===== src/rtl/nand_retry_pkg.sv =====
`timescale 1ns/1ps
package nand_retry_pkg;

  localparam logic [7:0] CMD_ENTER  = 8'h36;
  localparam logic [7:0] CMD_APPLY  = 8'h16;
  localparam logic [7:0] CMD_STATUS = 8'h70;

  typedef enum logic [1:0] {OP_CMD, OP_ADDR, OP_DATA, OP_READ} opKind_t;

  typedef enum logic [2:0] {
    BS_ENTER, BS_APPLY, BS_STATUS, BS_REGADDR, BS_REGVAL
  } byteSel_t;

  typedef struct packed {
    logic     launch;
    opKind_t  kind;
    byteSel_t sel;
    logic     loadMode;
    logic     clrIdx;
    logic     incIdx;
  } ctlStb_t;

  function automatic logic [7:0] regAddrAt(input int unsigned i);
    case (i)
      0: return 8'hCC;
      1: return 8'hBF;
      2: return 8'hAA;
      3: return 8'hAB;
      4: return 8'hCD;
      5: return 8'hAD;
      6: return 8'hAE;
      7: return 8'hAF;
      default: return 8'h00;
    endcase
  endfunction

endpackage


===== src/rtl/nand_retry_ctrl.sv =====
`timescale 1ns/1ps
module nand_retry_ctrl
  import nand_retry_pkg::*;
#(
  parameter int MAX_MODES = 8,
  parameter int TWB_CYC   = 4,
  localparam int CNT_W    = $clog2(MAX_MODES + 1),
  localparam int TWB_W    = $clog2(TWB_CYC + 1)
) (
  input  logic             clk,
  input  logic             rstN,
  input  logic             start,
  input  logic [CNT_W-1:0] modeIdx,
  input  logic [CNT_W-1:0] modeCount,
  input  logic             busReady,
  input  logic             opDone,
  input  logic             lastReg,
  input  logic             statusFail,
  output ctlStb_t          ctl,
  output logic             busy,
  output logic             done,
  output logic             err
);

  typedef enum logic [3:0] {
    S_IDLE, S_ENTER, S_ADDR_A, S_ADDR_B, S_DATA, S_APPLY,
    S_TWB, S_WAITRDY, S_STCMD, S_STRD, S_FIN
  } state_t;

  state_t           state, nxt;
  logic             pending;
  logic             rejFlag;
  logic [TWB_W-1:0] twbCnt;
  logic             inRange;

  assign inRange = (modeIdx < modeCount) && (modeIdx < CNT_W'(MAX_MODES));
  assign busy    = (state != S_IDLE);

  always_comb begin
    ctl  = '0;
    nxt  = state;
    done = 1'b0;
    err  = 1'b0;
    case (state)
      S_IDLE: begin
        if (start) begin
          if (inRange) begin
            ctl.loadMode = 1'b1;
            ctl.clrIdx   = 1'b1;
            nxt          = S_ENTER;
          end else begin
            nxt = S_FIN;
          end
        end
      end
      S_ENTER: begin
        ctl.kind = OP_CMD; ctl.sel = BS_ENTER; ctl.launch = !pending;
        if (opDone) nxt = S_ADDR_A;
      end
      S_ADDR_A: begin
        ctl.kind = OP_ADDR; ctl.sel = BS_REGADDR; ctl.launch = !pending;
        if (opDone) nxt = S_ADDR_B;
      end
      S_ADDR_B: begin
        ctl.kind = OP_ADDR; ctl.sel = BS_REGADDR; ctl.launch = !pending;
        if (opDone) nxt = S_DATA;
      end
      S_DATA: begin
        ctl.kind = OP_DATA; ctl.sel = BS_REGVAL; ctl.launch = !pending;
        if (opDone) begin
          if (lastReg) nxt = S_APPLY;
          else begin
            ctl.incIdx = 1'b1;
            nxt        = S_ADDR_A;
          end
        end
      end
      S_APPLY: begin
        ctl.kind = OP_CMD; ctl.sel = BS_APPLY; ctl.launch = !pending;
        if (opDone) nxt = S_TWB;
      end
      S_TWB:     if (twbCnt == '0) nxt = S_WAITRDY;
      S_WAITRDY: if (busReady) nxt = S_STCMD;
      S_STCMD: begin
        ctl.kind = OP_CMD; ctl.sel = BS_STATUS; ctl.launch = !pending;
        if (opDone) nxt = S_STRD;
      end
      S_STRD: begin
        ctl.kind = OP_READ; ctl.sel = BS_STATUS; ctl.launch = !pending;
        if (opDone) nxt = S_FIN;
      end
      S_FIN: begin
        done = 1'b1;
        err  = rejFlag | statusFail;
        nxt  = S_IDLE;
      end
      default: nxt = S_IDLE;
    endcase
  end

  always_ff @(posedge clk) begin
    if (!rstN) begin
      state   <= S_IDLE;
      pending <= 1'b0;
      rejFlag <= 1'b0;
      twbCnt  <= '0;
    end else begin
      state <= nxt;
      if (ctl.launch)  pending <= 1'b1;
      else if (opDone) pending <= 1'b0;
      if (state == S_IDLE && start) rejFlag <= !inRange;
      if (state == S_APPLY && opDone) twbCnt <= TWB_W'(TWB_CYC - 1);
      else if (state == S_TWB && twbCnt != '0) twbCnt <= twbCnt - 1'b1;
    end
  end

endmodule


===== src/rtl/nand_retry_dpath.sv =====
`timescale 1ns/1ps
module nand_retry_dpath
  import nand_retry_pkg::*;
#(
  parameter int MAX_MODES  = 8,
  parameter int NREGS      = 8,
  parameter int STROBE_CYC = 3,
  localparam int CNT_W     = $clog2(MAX_MODES + 1),
  localparam int MODE_W    = (MAX_MODES > 1) ? $clog2(MAX_MODES) : 1,
  localparam int IDX_W     = (NREGS > 1) ? $clog2(NREGS) : 1,
  localparam int ENTRIES   = MAX_MODES * NREGS,
  localparam int ENT_W     = (ENTRIES > 1) ? $clog2(ENTRIES) : 1,
  localparam int TBL_W     = ENTRIES * 8,
  localparam int TMR_W     = $clog2(STROBE_CYC + 1)
) (
  input  logic             clk,
  input  logic             rstN,
  input  ctlStb_t          ctl,
  input  logic [CNT_W-1:0] modeIdx,
  input  logic [TBL_W-1:0] valueTable,
  input  logic [7:0]       busDin,
  output logic             busCmd,
  output logic             busAle,
  output logic             busWe,
  output logic             busRe,
  output logic [7:0]       busDout,
  output logic             opDone,
  output logic             lastReg,
  output logic             statusFail
);

  typedef enum logic [1:0] {P_IDLE, P_STROBE, P_GAP} phase_t;

  phase_t            phase;
  logic [TMR_W-1:0]  timer;
  opKind_t           curKind;
  logic [7:0]        curByte;
  logic [7:0]        selByte;
  logic [MODE_W-1:0] modeReg;
  logic [IDX_W-1:0]  regIdx;
  logic [ENT_W-1:0]  entryIdx;
  logic [7:0]        regAddrTab [NREGS];
  logic              strobeOn;

  for (genvar g = 0; g < NREGS; g++) begin : g_addr
    assign regAddrTab[g] = regAddrAt(g);
  end

  assign entryIdx = ENT_W'(modeReg) * ENT_W'(NREGS) + ENT_W'(regIdx);
  assign lastReg  = (regIdx == IDX_W'(NREGS - 1));

  always_comb begin
    case (ctl.sel)
      BS_ENTER:   selByte = CMD_ENTER;
      BS_APPLY:   selByte = CMD_APPLY;
      BS_STATUS:  selByte = CMD_STATUS;
      BS_REGADDR: selByte = regAddrTab[regIdx];
      BS_REGVAL:  selByte = valueTable[{entryIdx, 3'b000} +: 8];
      default:    selByte = 8'h00;
    endcase
  end

  always_ff @(posedge clk) begin
    if (!rstN) begin
      phase      <= P_IDLE;
      timer      <= '0;
      curKind    <= OP_CMD;
      curByte    <= '0;
      modeReg    <= '0;
      regIdx     <= '0;
      statusFail <= 1'b0;
    end else begin
      if (ctl.loadMode) begin
        modeReg    <= modeIdx[MODE_W-1:0];
        statusFail <= 1'b0;
      end
      if (ctl.clrIdx)      regIdx <= '0;
      else if (ctl.incIdx) regIdx <= regIdx + 1'b1;

      case (phase)
        P_IDLE: begin
          if (ctl.launch) begin
            phase   <= P_STROBE;
            timer   <= TMR_W'(STROBE_CYC - 1);
            curKind <= ctl.kind;
            curByte <= selByte;
          end
        end
        P_STROBE: begin
          if (timer == '0) begin
            phase <= P_GAP;
            if (curKind == OP_READ) statusFail <= busDin[0];
          end else begin
            timer <= timer - 1'b1;
          end
        end
        default: phase <= P_IDLE;
      endcase
    end
  end

  assign strobeOn = (phase == P_STROBE);
  assign opDone   = (phase == P_GAP);
  assign busCmd   = strobeOn && (curKind == OP_CMD);
  assign busAle   = strobeOn && (curKind == OP_ADDR);
  assign busWe    = strobeOn && (curKind == OP_DATA);
  assign busRe    = strobeOn && (curKind == OP_READ);
  assign busDout  = (strobeOn && curKind != OP_READ) ? curByte : 8'h00;

endmodule


===== src/rtl/nand_retry_seq.sv =====
`timescale 1ns/1ps
module nand_retry_seq
  import nand_retry_pkg::*;
#(
  parameter int MAX_MODES  = 8,
  parameter int NREGS      = 8,
  parameter int STROBE_CYC = 3,
  parameter int TWB_CYC    = 4,
  localparam int CNT_W     = $clog2(MAX_MODES + 1),
  localparam int TBL_W     = MAX_MODES * NREGS * 8
) (
  input  logic             clk,
  input  logic             rstN,
  input  logic             start,
  input  logic [CNT_W-1:0] modeIdx,
  input  logic [CNT_W-1:0] modeCount,
  input  logic [TBL_W-1:0] valueTable,
  output logic             busy,
  output logic             done,
  output logic             err,
  output logic             busCmd,
  output logic             busAle,
  output logic             busWe,
  output logic             busRe,
  output logic [7:0]       busDout,
  input  logic [7:0]       busDin,
  input  logic             busReady
);

  ctlStb_t ctl;
  logic    opDone;
  logic    lastReg;
  logic    statusFail;

  nand_retry_ctrl #(
    .MAX_MODES (MAX_MODES),
    .TWB_CYC   (TWB_CYC)
  ) u_ctrl (
    .clk        (clk),
    .rstN       (rstN),
    .start      (start),
    .modeIdx    (modeIdx),
    .modeCount  (modeCount),
    .busReady   (busReady),
    .opDone     (opDone),
    .lastReg    (lastReg),
    .statusFail (statusFail),
    .ctl        (ctl),
    .busy       (busy),
    .done       (done),
    .err        (err)
  );

  nand_retry_dpath #(
    .MAX_MODES  (MAX_MODES),
    .NREGS      (NREGS),
    .STROBE_CYC (STROBE_CYC)
  ) u_dpath (
    .clk        (clk),
    .rstN       (rstN),
    .ctl        (ctl),
    .modeIdx    (modeIdx),
    .valueTable (valueTable),
    .busDin     (busDin),
    .busCmd     (busCmd),
    .busAle     (busAle),
    .busWe      (busWe),
    .busRe      (busRe),
    .busDout    (busDout),
    .opDone     (opDone),
    .lastReg    (lastReg),
    .statusFail (statusFail)
  );

endmodule


===== config.mk =====
export PLATFORM = sky130hd
export DESIGN_NAME = nand_retry_seq
export DESIGN_NICKNAME = d
export VERILOG_FILES = /design/src/rtl/nand_retry_pkg.sv /design/src/rtl/nand_retry_ctrl.sv /design/src/rtl/nand_retry_dpath.sv /design/src/rtl/nand_retry_seq.sv
export SDC_FILE = /design/constraint.sdc
export NUM_CORES = 1
export LEC_CHECK = 0
export ABC_AREA = 1
export ABC_CLOCK_PERIOD_IN_PS = 2150
export BUFFER_PORTS_ARGS = -buffer_cell sky130_fd_sc_hd__buf_4
export CAP_MARGIN = 20
export CORE_AREA = 5 5 208 210
export CTS_BUF_LIST = sky130_fd_sc_hd__clkbuf_8
export CTS_CLUSTER_SIZE = 14
export DETAILED_ROUTE_END_ITERATION = 7
export DIE_AREA = 0 0 213 215
export PLACE_DENSITY = 0.43
export SLEW_MARGIN = 0
export SYNTH_ARGS = -nofsm -noshare
export SYNTH_HDL_FRONTEND = slang
export SYNTH_HIERARCHICAL = 1
export SYNTH_SLANG_ARGS = --single-unit
export TNS_END_PERCENT = 1

===== constraint.sdc =====
create_clock -name clk -period 2.15 [get_ports clk]
set_clock_uncertainty 0.1 [all_clocks]
set_input_delay 0.3225 -clock clk [delete_from_list [all_inputs] [get_ports clk]]
set_output_delay 0.3225 -clock clk [all_outputs]
set_load 0.01 [all_outputs]

== After elaboration in Yosys (flattened, before gate mapping) ==
Memory sizes are Yosys's and may differ from the RTL's.
Cells that the tools add are included.
Storage, ports and cells
  bits in read-only memories: 64
  bits of input ports: 532
  logic and storage cells: 127
  memories: 1
  flip-flop bits (word level): 30
Cells by class
  reduce and logical (&&, ||, !) cells: 29
  $lt $le $gt $ge: 3
  bitwise logic cells: 3
  shift operators: 1
  add/sub/neg operators: 4
  equality and inequality tests: 34
  multiplexer cells: 40
Memory list
  (name not given): depth 8, bits a word 8, rd ports 1, clocked after memory_dff 0, write ports 0, line nand_retry_dpath.sv:57  | BS_REGADDR: selByte = regAddrTab[regIdx];
Operators by type and width (count)
  $shiftx A512 B10 Y8: 1
  $mux W4: 11
  $pmux W4 S10: 1
  $pmux W8 S5: 1
  $pmux W6 S6: 1
  $mux W8: 3
  $mux W2: 9
  $eq A4 B3 Y1 const B: 4
  $ne A2 B1 Y1 const B: 8
  $eq A4 B4 Y1 const B: 3
  $ne A2 B2 Y1 const B: 6
  $mux W1: 11
  $reduce_and A10 Y1: 1
  $logic_and A1 B1 Y1: 9
  $eq A4 B2 Y1 const B: 2
  $pmux W2 S2: 2
  $add A6 B3 Y6: 1
  $eq A2 B2 Y1 const B: 3
  $eq A3 B2 Y1 const B: 2
  $eq A3 B3 Y1 const B: 2
  $logic_not A2 Y1: 3
  $logic_not A3 Y1: 2
  $reduce_bool A2 Y1: 3
  $reduce_or A2 Y1: 3
  other kinds (19): 22

== Depth between registers and ports, before layout ==
Gate-level depths: netlist (run 1).
  depth in word-level cells: 9
  depth in mapped cells: 16

== By module ==
The synthesis (run 1) kept the hierarchy.
By module, submodules not included
  nand_retry_dpath: area each 6213.5 um^2, times used 1, cells each 1396
  nand_retry_ctrl: area each 798.3 um^2, times used 1, cells each 135

== Worst setup path before layout (run 1) ==
No wires, ideal clock.
  kind: register to register
  start: register u_ctrl.state[0]
  end: register u_dpath.timer[0]
  required time: 1.980 ns
  arrival: 1.647 ns
  stages on the path, launching flop included: 13
  period minus slack after synthesis: 1.817 ns
  setup slack: 0.333 ns
  cells stage by stage: dfxtp_1 > inv_1 > nor2_1 > nand2_1 > nand2_2 > or2_2 > nand2_1 > inv_1 > nand2_1 > clkinv_1 > nor2_1 > o21ai_0 > a21oi_1
RTL lines
  from (decl): line nand_retry_ctrl.sv:30  | state_t state, nxt;
  from (signal assigned): line nand_retry_ctrl.sv:108  | state <= nxt;
  to (signal assigned): line nand_retry_dpath.sv:84  | timer <= TMR_W'(STROBE_CYC - 1);
  to (signal assigned): line nand_retry_dpath.sv:94  | timer <= timer - 1'b1;
  to (decl): line nand_retry_dpath.sv:35  | logic [TMR_W-1:0] timer;

== Worst setup path after layout (run 1) ==
  start: register u_dpath.regIdx[0]
  end: register u_dpath.curByte[1]
On the way
  cells in the longest elaborated chain, start to end: 5
Ends and longest elaborated chain
  from (decl): line nand_retry_dpath.sv:40  | logic [IDX_W-1:0] regIdx;
  from (signal assigned): line nand_retry_dpath.sv:78  | else if (ctl.incIdx) regIdx <= regIdx + 1'b1;
  parallel branches: the longest is 4 deep, another holds $add A6 B3 Y6
  $pmux W8 S5 (*): line nand_retry_dpath.sv:53  | case (ctl.sel)
  to (signal assigned): line nand_retry_dpath.sv:86  | curByte <= selByte;
  to (decl): line nand_retry_dpath.sv:37  | logic [7:0] curByte;
Every way passes the cells marked *. The select of a mux whose other input is x is not followed.
A chain may end at the register's enable or synchronous reset.

==> results of run 1 <==
==> Yosys cell counts <==
cell / number
a221oi_1: 3
or2_2: 3
buf_4: 16
inv_2: 6
o21a_1: 1
buf_1: 8
buf_2: 59
nor2_4: 3
nand4_1: 20
o21ai_0: 14
nor2_8: 1
inv_1: 48
o211ai_1: 2
a211oi_1: 2
nand2_2: 4
dfxtp_1: 30
nor2_1: 78
nand3_1: 65
xor2_1: 1
o21ai_1: 5
a21oi_1: 146
clkbuf_1: 10
nor3_1: 14
nand2_1: 954
buf_6: 3
clkinv_2: 1
a22oi_1: 2
o21ai_2: 1
nor2_2: 3
ha_1: 11
a21boi_0: 14
clkinv_1: 3
==> sequential cells by signal, indices dropped and copies added (netlist names), 2 cells and up <==
register / count
u_dpath/timer: 2
u_dpath/modeReg: 3
u_ctrl/state: 4
u_ctrl/twbCnt: 3
u_dpath/curByte: 8
u_dpath/curKind: 2
u_dpath/phase: 2
u_dpath/regIdx: 3
==> critical path, stage by stage, from the launching register on <==
cell       delay, ns
dfxtp_4         0.39
buf_6           0.16
clkbuf_16       0.20
nand2_1         0.07
nand2_1         0.05
a21oi_1         0.17
nand4_1         0.26
nand3_1         0.17
nand3_2         0.10
nand3_1         0.12
nand2_1         0.08
nand2_1         0.06
a21oi_1         0.05
==> layer usage <==
| layer | track usage | vias up | wire length [um] |
|---|---|---|---|
| met3 | 0.0309 | 45 | 3410 |
| met4 | 0.0352 | 0 | 996 |
| met1 | 0.254 | 5278 | 22800 |
| met2 | 0.347 | 407 | 25200 |
| li1 | - | 5875 | - |
| met5 | 0 | - | 0 |
==> path summary, 6_finish.rpt <==
path	slack, ns	cells after the start	endpoint	startpoint
setup / recovery	0.05	12	u_dpath/curByte[1]	u_dpath/regIdx[0]
setup reg to reg	0.05	12	u_dpath/curByte[1]	u_dpath/regIdx[0]
hold reg to reg	0.36	2	u_ctrl/twbCnt[2]	u_ctrl/twbCnt[2]
hold / removal	0.23	3	u_dpath/statusFail	busDin[0]
==> cells in the final DEF (no fill, tap or decap), drive strengths merged <==
cell type  netlist  final
or2              3      3
nor2            85     85
a21oi          146    146
clkbuf          10     19
a21boi          14     14
a211oi           2      2
buf             86    617
clkinv           4      4
o21ai           20     20
diode            0      1
ha              11     11
nand2          958    958
inv             54     55
clkinvlp         0      1
dfxtp           30     30
nor3            14     14
o211ai           2      2
xor2             1      1
o21a             1      1
a221oi           3      3
nand4           20     20
a22oi            2      2
nand3           65     65
==> power groups by stage <==
stage                     Sequential (uW)  Combinational [uW]  Clock, uW
after floorplan                       758                1440          0
after global placement                794                2840          0
after detailed placement              794                2850          0
after CTS                             782                2870        508
after global routing                  804                3290        537
final                                 787                2950        496
==> cells by family after synthesis <==
kind of cell / Yosys count
and+or+nand+nor: 1145
buffers and inverters: 154
adders and majority gates: 11
AOI/OAI and AO/OA: 190
DFF: 30
xor gates and xnor gates: 1
==> area by class of cell <==
cell class,instances,area [um2]
Antenna cell,1,2.50
Fill cell,4883,28600
Clock buffer,6,82.6
Multi-Input combinational cell,1347,5880
Sequential cell,30,611
Tap cell,539,674
Inverter,58,235
Clock inverter,2,12.5
Timing Repair Buffer,630,5270
==> timing repair <==
| action | CTS | global route |
|---|---|---|
| setup endpoints to repair | 10 | 17 |
| buffers inserted | 0 | 18 |
| gates cloned | 2 | 14 |
| pin swaps | 0 | 16 |
| gates resized for setup | 15 | 73 |
| hold buffers | 0 | 0 |
==> per-stage QoR <==
stage               utilization  instance area (um2)  total power (uW)  setup TNS (ns)
global route              0.309                12800              4630          -0.340
floorplan                     -                 7010              2200               0
CTS                       0.290                12000              4160          -0.111
global placement          0.285                11800              3640          -0.158
detailed placement        0.285                11800              3650          -0.391
finish                    0.309                12800              4230               0
==> summary.txt, run 1 <==
Power
  – Combinational share of power: 0.697
  – P_leak: 0.00697 uW
  – Maximum VDD drop: 256 uV
  – Cell-internal power: 2300 uW
  – Net switching power: 1930 uW
  – Net Sw Frac: 0.456
  – Clock power share: 0.117
  – Pwr Density: 331 mW/mm2
  – Seq pwr share: 0.186

Critical path
  – Critical path type: flip-flop to flip-flop
  – Critical Path Fanout Max: 19
  – CP Capture Type: flip-flop
  – Critical path arrival: 2.18 ns
  – Crit start category: flip-flop
  – Worst path required time: 2.23 ns

Final layout
  – Final nets: 2,615
  – Share of layout cells above drive strength 1: 0.346
  – Fin cells: 2,613
  – Layout area overhead: 82.1%

STA
  – Fmax: 0.476 GHz
  – Min cycle time layout: 2.10 ns
  – Rel. slew slack: 0.501
  – Worst hold slack: 0.229 ns
  – RSZ-0062 raised after global routing: yes
  – Post-route setup slack: 0.0501 ns
  – Fin crit share: 0.977
  – Worst-Margin Slew: 0.748 ns
  – Final hold vios: 0
  – Final setup violating endpoints: 0
  – Final Max Slew Viols: 0

Clock tree
  – Cts bufs inserted: 5
  – Sink Count: 30
  – Longest Clk Path Bufs: 2
  – Reg clk slew, reported paths: 0.07 ns
  – CTS tree: yes
  – Root buffer cell: clkbuf_8
  – Clock latency on the worst-skew pair: 0.29 ns
  – H-tree Lvls: 2

Floorplan
  – Row cnt: 75
  – Ports: 547
  – Starting Density: 0.169
  – Die Footprint: 0.0458 mm2
  – Die width: 213 um
  – Core box area: 0.0414 mm2
  – Die height: 215 um

Yosys
  – Main combinational cell family by area after synthesis: simple AND/OR/NAND/NOR gates
  – Synth cell types: 32
  – Mux cell area share after synthesis: 0
  – Net Count, Synth: 2,074
  – Syn Area/Cell: 4.58 um2
  – Area fraction in compound gates after synthesis: 0.145
  – Number of synthesized register bits: 30
  – Synth warnings: 6
  – Post-Synth XOR/XNOR Area: 0.00125
  – Area contributors post-synth: nand2_1 (51%), a21oi_1 (10%), dfxtp_1 (8.6%)
  – Share of the synthesized area in the top cell type: 0.511
  – Synth Area in Simple Gates: 0.643
  – Synth Instances: 1,531
  – Synthesized cell area: 0.00701 mm2
  – Synth area leader: nand2_1
  – Seq/Total Area, Yosys: 0.0857
  – Fraction of the mapped netlist area in adder cells: 0.0196

Drt
  – Routed WL per cell: 20.1 um
  – Pre-antenna DRT Iters: 5
  – Via count: 11,605
  – # DRC: 0
  – DRT antenna net count: 0
  – Routed Wire Length: 52,500 um
  – Average vias per placed instance: 4.44
  – Violation count after the first detailed-routing iteration: 728

Placement
  – IO buf count: 539
  – Dpl hpwl: 39,700 um
  – Placed Instances: 2,570
  – Place WS: -0.102 ns
  – GPL Wtd Cong: 0.869

Global route
  – Total gr overflow: 0
  – First-pass GRT wire length: 69,200 um
  – Vias in the first global route: 11,291
  – Largest net degree at the start of global routing: 66
  – GRT Overall Usage: 0.197
  – Initial antenna violation count: 1

Min path
  – Min-Delay Path Class: input pin to flip-flop

Run
  – Max Cap Viol: 0

Outcome
  – Status: finished clean
Note: power is estimated with default switching activity, not from simulation.
==> inputs of run 2 (changes only) <==
--- a/config.mk
+++ b/config.mk
@@ -14,10 +14,9 @@
 export CTS_CLUSTER_SIZE = 14
 export DETAILED_ROUTE_END_ITERATION = 7
 export DIE_AREA = 0 0 213 215
-export PLACE_DENSITY = 0.43
+export PLACE_DENSITY = 0.5
 export SLEW_MARGIN = 0
 export SYNTH_ARGS = -nofsm -noshare
 export SYNTH_HDL_FRONTEND = slang
 export SYNTH_HIERARCHICAL = 1
 export SYNTH_SLANG_ARGS = --single-unit
-export TNS_END_PERCENT = 1
==> summary.txt, run 2 (synthesis gave the netlist of run 1 again) <==
Final layout
  – Layout area overhead: 82.7%
  – # fillers: 4,774
  – Post-route cell area: 0.0128 mm2
  – Final nets: 2,614
  – Max reg flops: 8
  – Commonest non-fill, non-tap cell in the layout: nand2_1
  – Most frequent cells in the layout: nand2_1 (948), buf_4 (587), a21oi_1 (142)
  – Most flops, register: u_dpath/curByte
  – Area taken by multi-input logic gates: 0.00590 mm2
  – Fin cells: 2,611
  – Share of layout cells above drive strength 1: 0.346
  – Largest registers: u_dpath/curByte x8, u_ctrl/state x4
  – Ant diodes: 0
  – FF/Latch Area: 612 um2

Power
  – Total design power: 4270 uW
  – Pwr Density: 333 mW/mm2
  – Maximum VDD drop: 299 uV
  – P_leak: 0.00696 uW

Global route
  – Largest net degree at the start of global routing: 48
  – Vias in the first global route: 11,774
  – First-pass GRT wire length: 70,300 um
  – GRT Overall Usage: 0.199
  – Total gr overflow: 0
  – Initial antenna violation count: 3

Clock tree
  – Post-CTS Hold Fix Bufs: 0
  – Reg clk slew, reported paths: 0.07 ns
  – Sink Count: 30
  – Clock latency on the worst-skew pair: 0.28 ns
  – H-tree Lvls: 2
  – Longest Clk Path Bufs: 2
  – Root buffer cell: clkbuf_8
  – Cts bufs inserted: 5
  – CTS tree: yes

STA
  – RSZ-0062 raised after global routing: yes
  – Fin crit share: 0.970
  – Fmax: 0.479 GHz
  – Final Max Slew Viols: 0
  – Final hold vios: 0
  – Post-route setup slack: 0.0645 ns
  – Min cycle time layout: 2.09 ns
  – Final setup violating endpoints: 0
  – Rel. slew slack: 0.520
  – Worst-Margin Slew: 0.719 ns

Floorplan
  – Die Footprint: 0.0458 mm2
  – Die width: 213 um
  – Row cnt: 75
  – Starting Density: 0.169
  – Ports: 547
  – Die height: 215 um
  – Core box area: 0.0414 mm2

Drt
  – Pre-antenna DRT Iters: 5
  – Average vias per placed instance: 4.48
  – Routed Wire Length: 50,700 um
  – Via count: 11,706
  – Routed WL per cell: 19.4 um
  – Violation count after the first detailed-routing iteration: 672
  – # DRC: 0
  – DRT antenna net count: 0

Critical path
  – Crit path cell chain: buf_12, buf_6, buf_6, nand2_1, nand2_2, a21oi_1, nand4_1, nand3_2, nand3_2, nand3_2, nand2_1, nand2_1, a21oi_1
  – Crit start category: flip-flop
  – CP delay by family, top: simple AND/OR/NAND/NOR gates
  – Worst path required time: 2.22 ns
  – Critical path type: flip-flop to flip-flop
  – CP Capture Type: flip-flop
  – CP max stage cell: dfxtp_4
  – CP peak stage delay: 0.38 ns
  – Buffer and inverter count on the worst path: 3
  – Critical path arrival: 2.15 ns
  – Critical Path Fanout Max: 9

Run
  – Max Cap Viol: 0

Placement
  – Placed instance area: 0.0120 mm2
  – IO buf count: 539
  – Dpl hpwl: 39,900 um
  – GPL Wtd Cong: 0.840
  – Placed Instances: 2,582
  – Place WS: -0.220 ns

Outcome
  – Status: finished clean

Min path
  – Min-Delay Path Class: input pin to flip-flop
-- run 2: worst reg2reg max path: stages, from the launching register on --
cell,delay (ns)
dfxtp_4,0.38
buf_12,0.16
buf_6,0.14
buf_6,0.14
nand2_1,0.07
nand2_2,0.06
a21oi_1,0.14
nand4_1,0.27
nand3_2,0.18
nand3_2,0.08
nand3_2,0.08
nand2_1,0.06
nand2_1,0.06
a21oi_1,0.06
-- run 2: layout make-up --
type                       instances  area share
multi-input combinational       1347       0.460
timing repair buffer             629       0.413
tap                              539      0.0526
sequential                        30      0.0478
inverter                          58      0.0184
clock buffer                       6     0.00645
clock inverter                     2    0.000977
-- run 2: final timing paths --
path,startpoint,endpoint,slack [ns],cells past startpoint
setup / recovery,u_dpath/regIdx[0],u_dpath/curByte[1],0.06,13
hold reg to reg,u_ctrl/twbCnt[2],u_ctrl/twbCnt[2],0.36,2
setup reg to reg,u_dpath/regIdx[0],u_dpath/curByte[1],0.06,13
hold / removal,busDin[0],u_dpath/statusFail,0.25,3
-- run 2: power by group --
group	switching (uW)	internal (uW)
Sequential	107	677
Clock	222	257
Combinational	1610	1400
Total	1940	2330
-- run 2: timing repair --
action,4_1_cts,5_1_grt
buffers inserted,4,4
pin swaps,6,19
setup endpoints to repair,9,11
cloned,4,10
gates resized for setup,31,59
endpoints found under the hold margin,0,0
-- run 2: per-stage QoR --
step / hold WS [ns] / util / TNS [ns]
after floorplan: 0.328 / - / 0
after global placement: 0.349 / 0.289 / -0.708
after detailed placement: 0.351 / 0.289 / -0.914
after CTS: 0.239 / 0.298 / 0
after global routing: 0.237 / 0.310 / -0.129
final: 0.247 / 0.310 / 0
-- run 2: layer usage --
layer / share of wire / track usage / wire [um]
met4: 0.017 / 0.0254 / 839
met1: 0.42 / 0.255 / 21400
met5: 0.00014 / 0 / 7
met2: 0.49 / 0.362 / 24700
met3: 0.074 / 0.0298 / 3750
==> inputs of run 3 (changes only) <==
--- a/config.mk
+++ b/config.mk
@@ -5,16 +5,15 @@
 export SDC_FILE = /design/constraint.sdc
 export NUM_CORES = 1
 export LEC_CHECK = 0
-export ABC_AREA = 1
 export ABC_CLOCK_PERIOD_IN_PS = 2150
 export BUFFER_PORTS_ARGS = -buffer_cell sky130_fd_sc_hd__buf_4
 export CAP_MARGIN = 20
-export CORE_AREA = 5 5 208 210
+export CORE_AREA = 5 5 210 212
 export CTS_BUF_LIST = sky130_fd_sc_hd__clkbuf_8
 export CTS_CLUSTER_SIZE = 14
 export DETAILED_ROUTE_END_ITERATION = 7
-export DIE_AREA = 0 0 213 215
-export PLACE_DENSITY = 0.5
+export DIE_AREA = 0 0 215 217
+export PLACE_DENSITY = 0.48
 export SLEW_MARGIN = 0
 export SYNTH_ARGS = -nofsm -noshare
 export SYNTH_HDL_FRONTEND = slang
==> summary.txt, run 3 <==
Power
  – Maximum VDD drop: 295 uV
  – Net switching power: 1770 uW
  – Seq pwr share: 0.174
  – P_leak: 0.00524 uW
  – Pwr Density: 357 mW/mm2
  – Net Sw Frac: 0.395
  – Total design power: 4480 uW
  – Clock power share: 0.112
  – Combinational share of power: 0.714
  – Cell-internal power: 2710 uW

STA
  – Fmax: 0.449 GHz
  – Worst-Margin Slew: 0.908 ns
  – Fin crit share: 1.04
  – Final Max Slew Viols: 0
  – Min cycle time layout: 2.23 ns
  – Final setup violating endpoints: 8
  – Post-route setup slack: -0.0763 ns
  – Final hold vios: 0
  – Rel. slew slack: 0.393
  – RSZ-0062 raised after global routing: yes
  – Worst hold slack: 0.195 ns

Run
  – Max Cap Viol: 0

Yosys
  – Synth Instances: 626
  – Area contributors post-synth: mux4_2 (34%), dfxtp_1 (9.5%), mux2i_1 (8.5%)
  – Number of flops mapped to enable cells by yosys: 0
  – Number of synthesized register bits: 30
  – Share of async-settable or async-resettable flops after synthesis: 0
  – Most common cell in the netlist: mux4_2
  – Synth area leader: mux4_2
  – Synth warnings: 6
  – Share of the synthesized area in the top cell type: 0.340
  – Seq/Total Area, Yosys: 0.0945
  – Synth Flop Type: dfxtp_1
  – Syn Area/Cell: 10.2 um2
  – Synth cell types: 68
  – Net Count, Synth: 1,169
  – Synthesized cell area: 0.00635 mm2
  – Top cells by count, synth: mux4_2 (96), mux2i_1 (54), nand2_1 (43)

Drt
  – Violation count after the first detailed-routing iteration: 459
  – Average vias per placed instance: 4.58
  – DRT antenna net count: 0
  – # DRC: 0
  – Pre-antenna DRT Iters: 5
  – Routed WL per cell: 23.8 um
  – Routed Wire Length: 42,900 um
  – Via count: 8,270

Critical path
  – Critical path type: flip-flop to flip-flop
  – Worst path required time: 2.24 ns
  – R2r setup slk: -0.08 ns
  – R2R depth: 8
  – Critical path arrival: 2.32 ns
  – Critical Path Fanout Max: 8
  – R2r startpoint: u_dpath/regIdx[0]
  – Crit start category: flip-flop
  – R2R Path End: u_dpath/curByte[5]
  – Worst setup path start: u_dpath/regIdx[0]
  – CP Capture Type: flip-flop

Clock tree
  – Root buffer cell: clkbuf_8
  – CTS tree: yes
  – Cts bufs inserted: 5
  – H-tree Lvls: 2
  – Post-CTS Hold Fix Bufs: 0
  – Longest Clk Path Bufs: 2
  – Clock latency on the worst-skew pair: 0.30 ns
  – Reg clk slew, reported paths: 0.07 ns
  – Sink Count: 30

Global route
  – Largest net degree at the start of global routing: 23
  – First-pass GRT wire length: 59,900 um
  – Gr busiest metal: met2
  – Met3 GRT Util: 0.0329
  – Vias in the first global route: 8,956
  – M1 GR Usage: 0.211
  – Total gr overflow: 0
  – Met2 usage: 0.317
  – Initial antenna violation count: 5
  – GRT Overall Usage: 0.171

Min path
  – WHS Endpoint: u_dpath/statusFail
  – Min-Delay Path Class: input pin to flip-flop
  – HP Start: busDin[0]
  – Hold path depth: 3

Final layout
  – Share of layout cells above drive strength 1: 0.699
  – Layout area overhead: 97.5%
  – Max reg flops: 8
  – Final nets: 1,805
  – Largest registers: u_dpath/curByte x8, u_ctrl/state x4
  – Commonest non-fill, non-tap cell in the layout: buf_4
  – Most frequent cells in the layout: buf_4 (658), mux4_2 (100), mux2i_1 (46)
  – Most flops, register: u_dpath/curByte

Floorplan
  – Ports: 547
  – Die width: 215 um
  – Row cnt: 75
  – Die Footprint: 0.0467 mm2
  – Die height: 217 um
  – Core box area: 0.0418 mm2
  – Starting Density: 0.152

Outcome
  – Failing checks: setup timing
  – Status: finished with violations

Placement
  – IO buf count: 539
  – GPL Wtd Cong: 0.861
  – Dpl hpwl: 37,900 um
run 3: per-stage QoR:
step | util | cell area [um2] | cells | setup WS (ns) | setup TNS, ns
floorplan | - | 6440 | 626 | 0.00528 | 0
global placement | 0.282 | 11800 | 1764 | -0.266 | -1.39
detailed placement | 0.282 | 11800 | 1764 | -0.277 | -1.38
CTS | 0.290 | 12100 | 1785 | -0.174 | -0.819
global route | 0.300 | 12500 | 1805 | -0.178 | -1.20
finish | 0.300 | 12500 | 1806 | -0.0763 | -0.479
run 3: worst max-delay path by stage:
| stage | depth (start not counted) | end |
|---|---|---|
| floorplan | 11 | u_dpath/curByte[7] |
| global placement | 8 | u_dpath/curByte[6] |
| detailed placement | 7 | u_dpath/curByte[1] |
| CTS | 7 | u_dpath/curByte[6] |
| global route | 11 | u_dpath/curByte[3] |
| finish | 8 | u_dpath/curByte[5] |
run 3: repair_timing:
item | 4_1_cts | 5_1_grt
gates cloned | 0 | 2
hold endpoints to repair | 0 | 0
pin swaps | 3 | 21
endpoints found under the setup margin | 8 | 16
setup buffers | 13 | 17
resized for setup | 33 | 62
run 3: logic make-up (layout without fill, tap and decap cells):
group,count (synthesis),in the layout,synth area share
simple gates,197,197,0.165
mux,168,168,0.483
compound gates,139,139,0.148
buf+inv,78,715,0.0837
flops,30,30,0.0945
fa+ha+maj,11,11,0.0217
xor+xnor,3,3,0.00414
other cells,0,4,0
run 3: critical path, stage by stage (launching register included):
cell and delay, ns:
dfxtp_4 0.41, buf_4 0.14, buf_12 0.14, buf_6 0.11
mux4_1 0.54, a22o_1 0.26, o21ai_2 0.13, o31a_1 0.21
o31ai_1 0.07
run 3: power groups by stage:
stage | combinational (uW) | clock, uW | sequential [uW]
floorplan | 1420 | 0 | 719
global placement | 2990 | 0 | 773
detailed placement | 3010 | 0 | 775
CTS | 3060 | 517 | 765
global route | 3440 | 540 | 795
finish | 3200 | 503 | 780
run 3: cell type report:
class                           instances  area, um2
Fill cell                            4361      29200
Clock buffer                            6       82.6
Timing Repair Buffer                  691       5530
Inverter                               16       60.1
Sequential cell                        30        622
Clock inverter                          2       8.76
Antenna cell                            4       10.0
Multi-Input combinational cell        518       5560
Tap cell                              539        674
run 3: per-layer routing:
layer / vias to the layer above / share of wire
li1: 3813 / -
met1: 4089 / 0.40
met2: 338 / 0.53
met3: 28 / 0.059
met4: 2 / 0.0097
met5: - / 0.00030
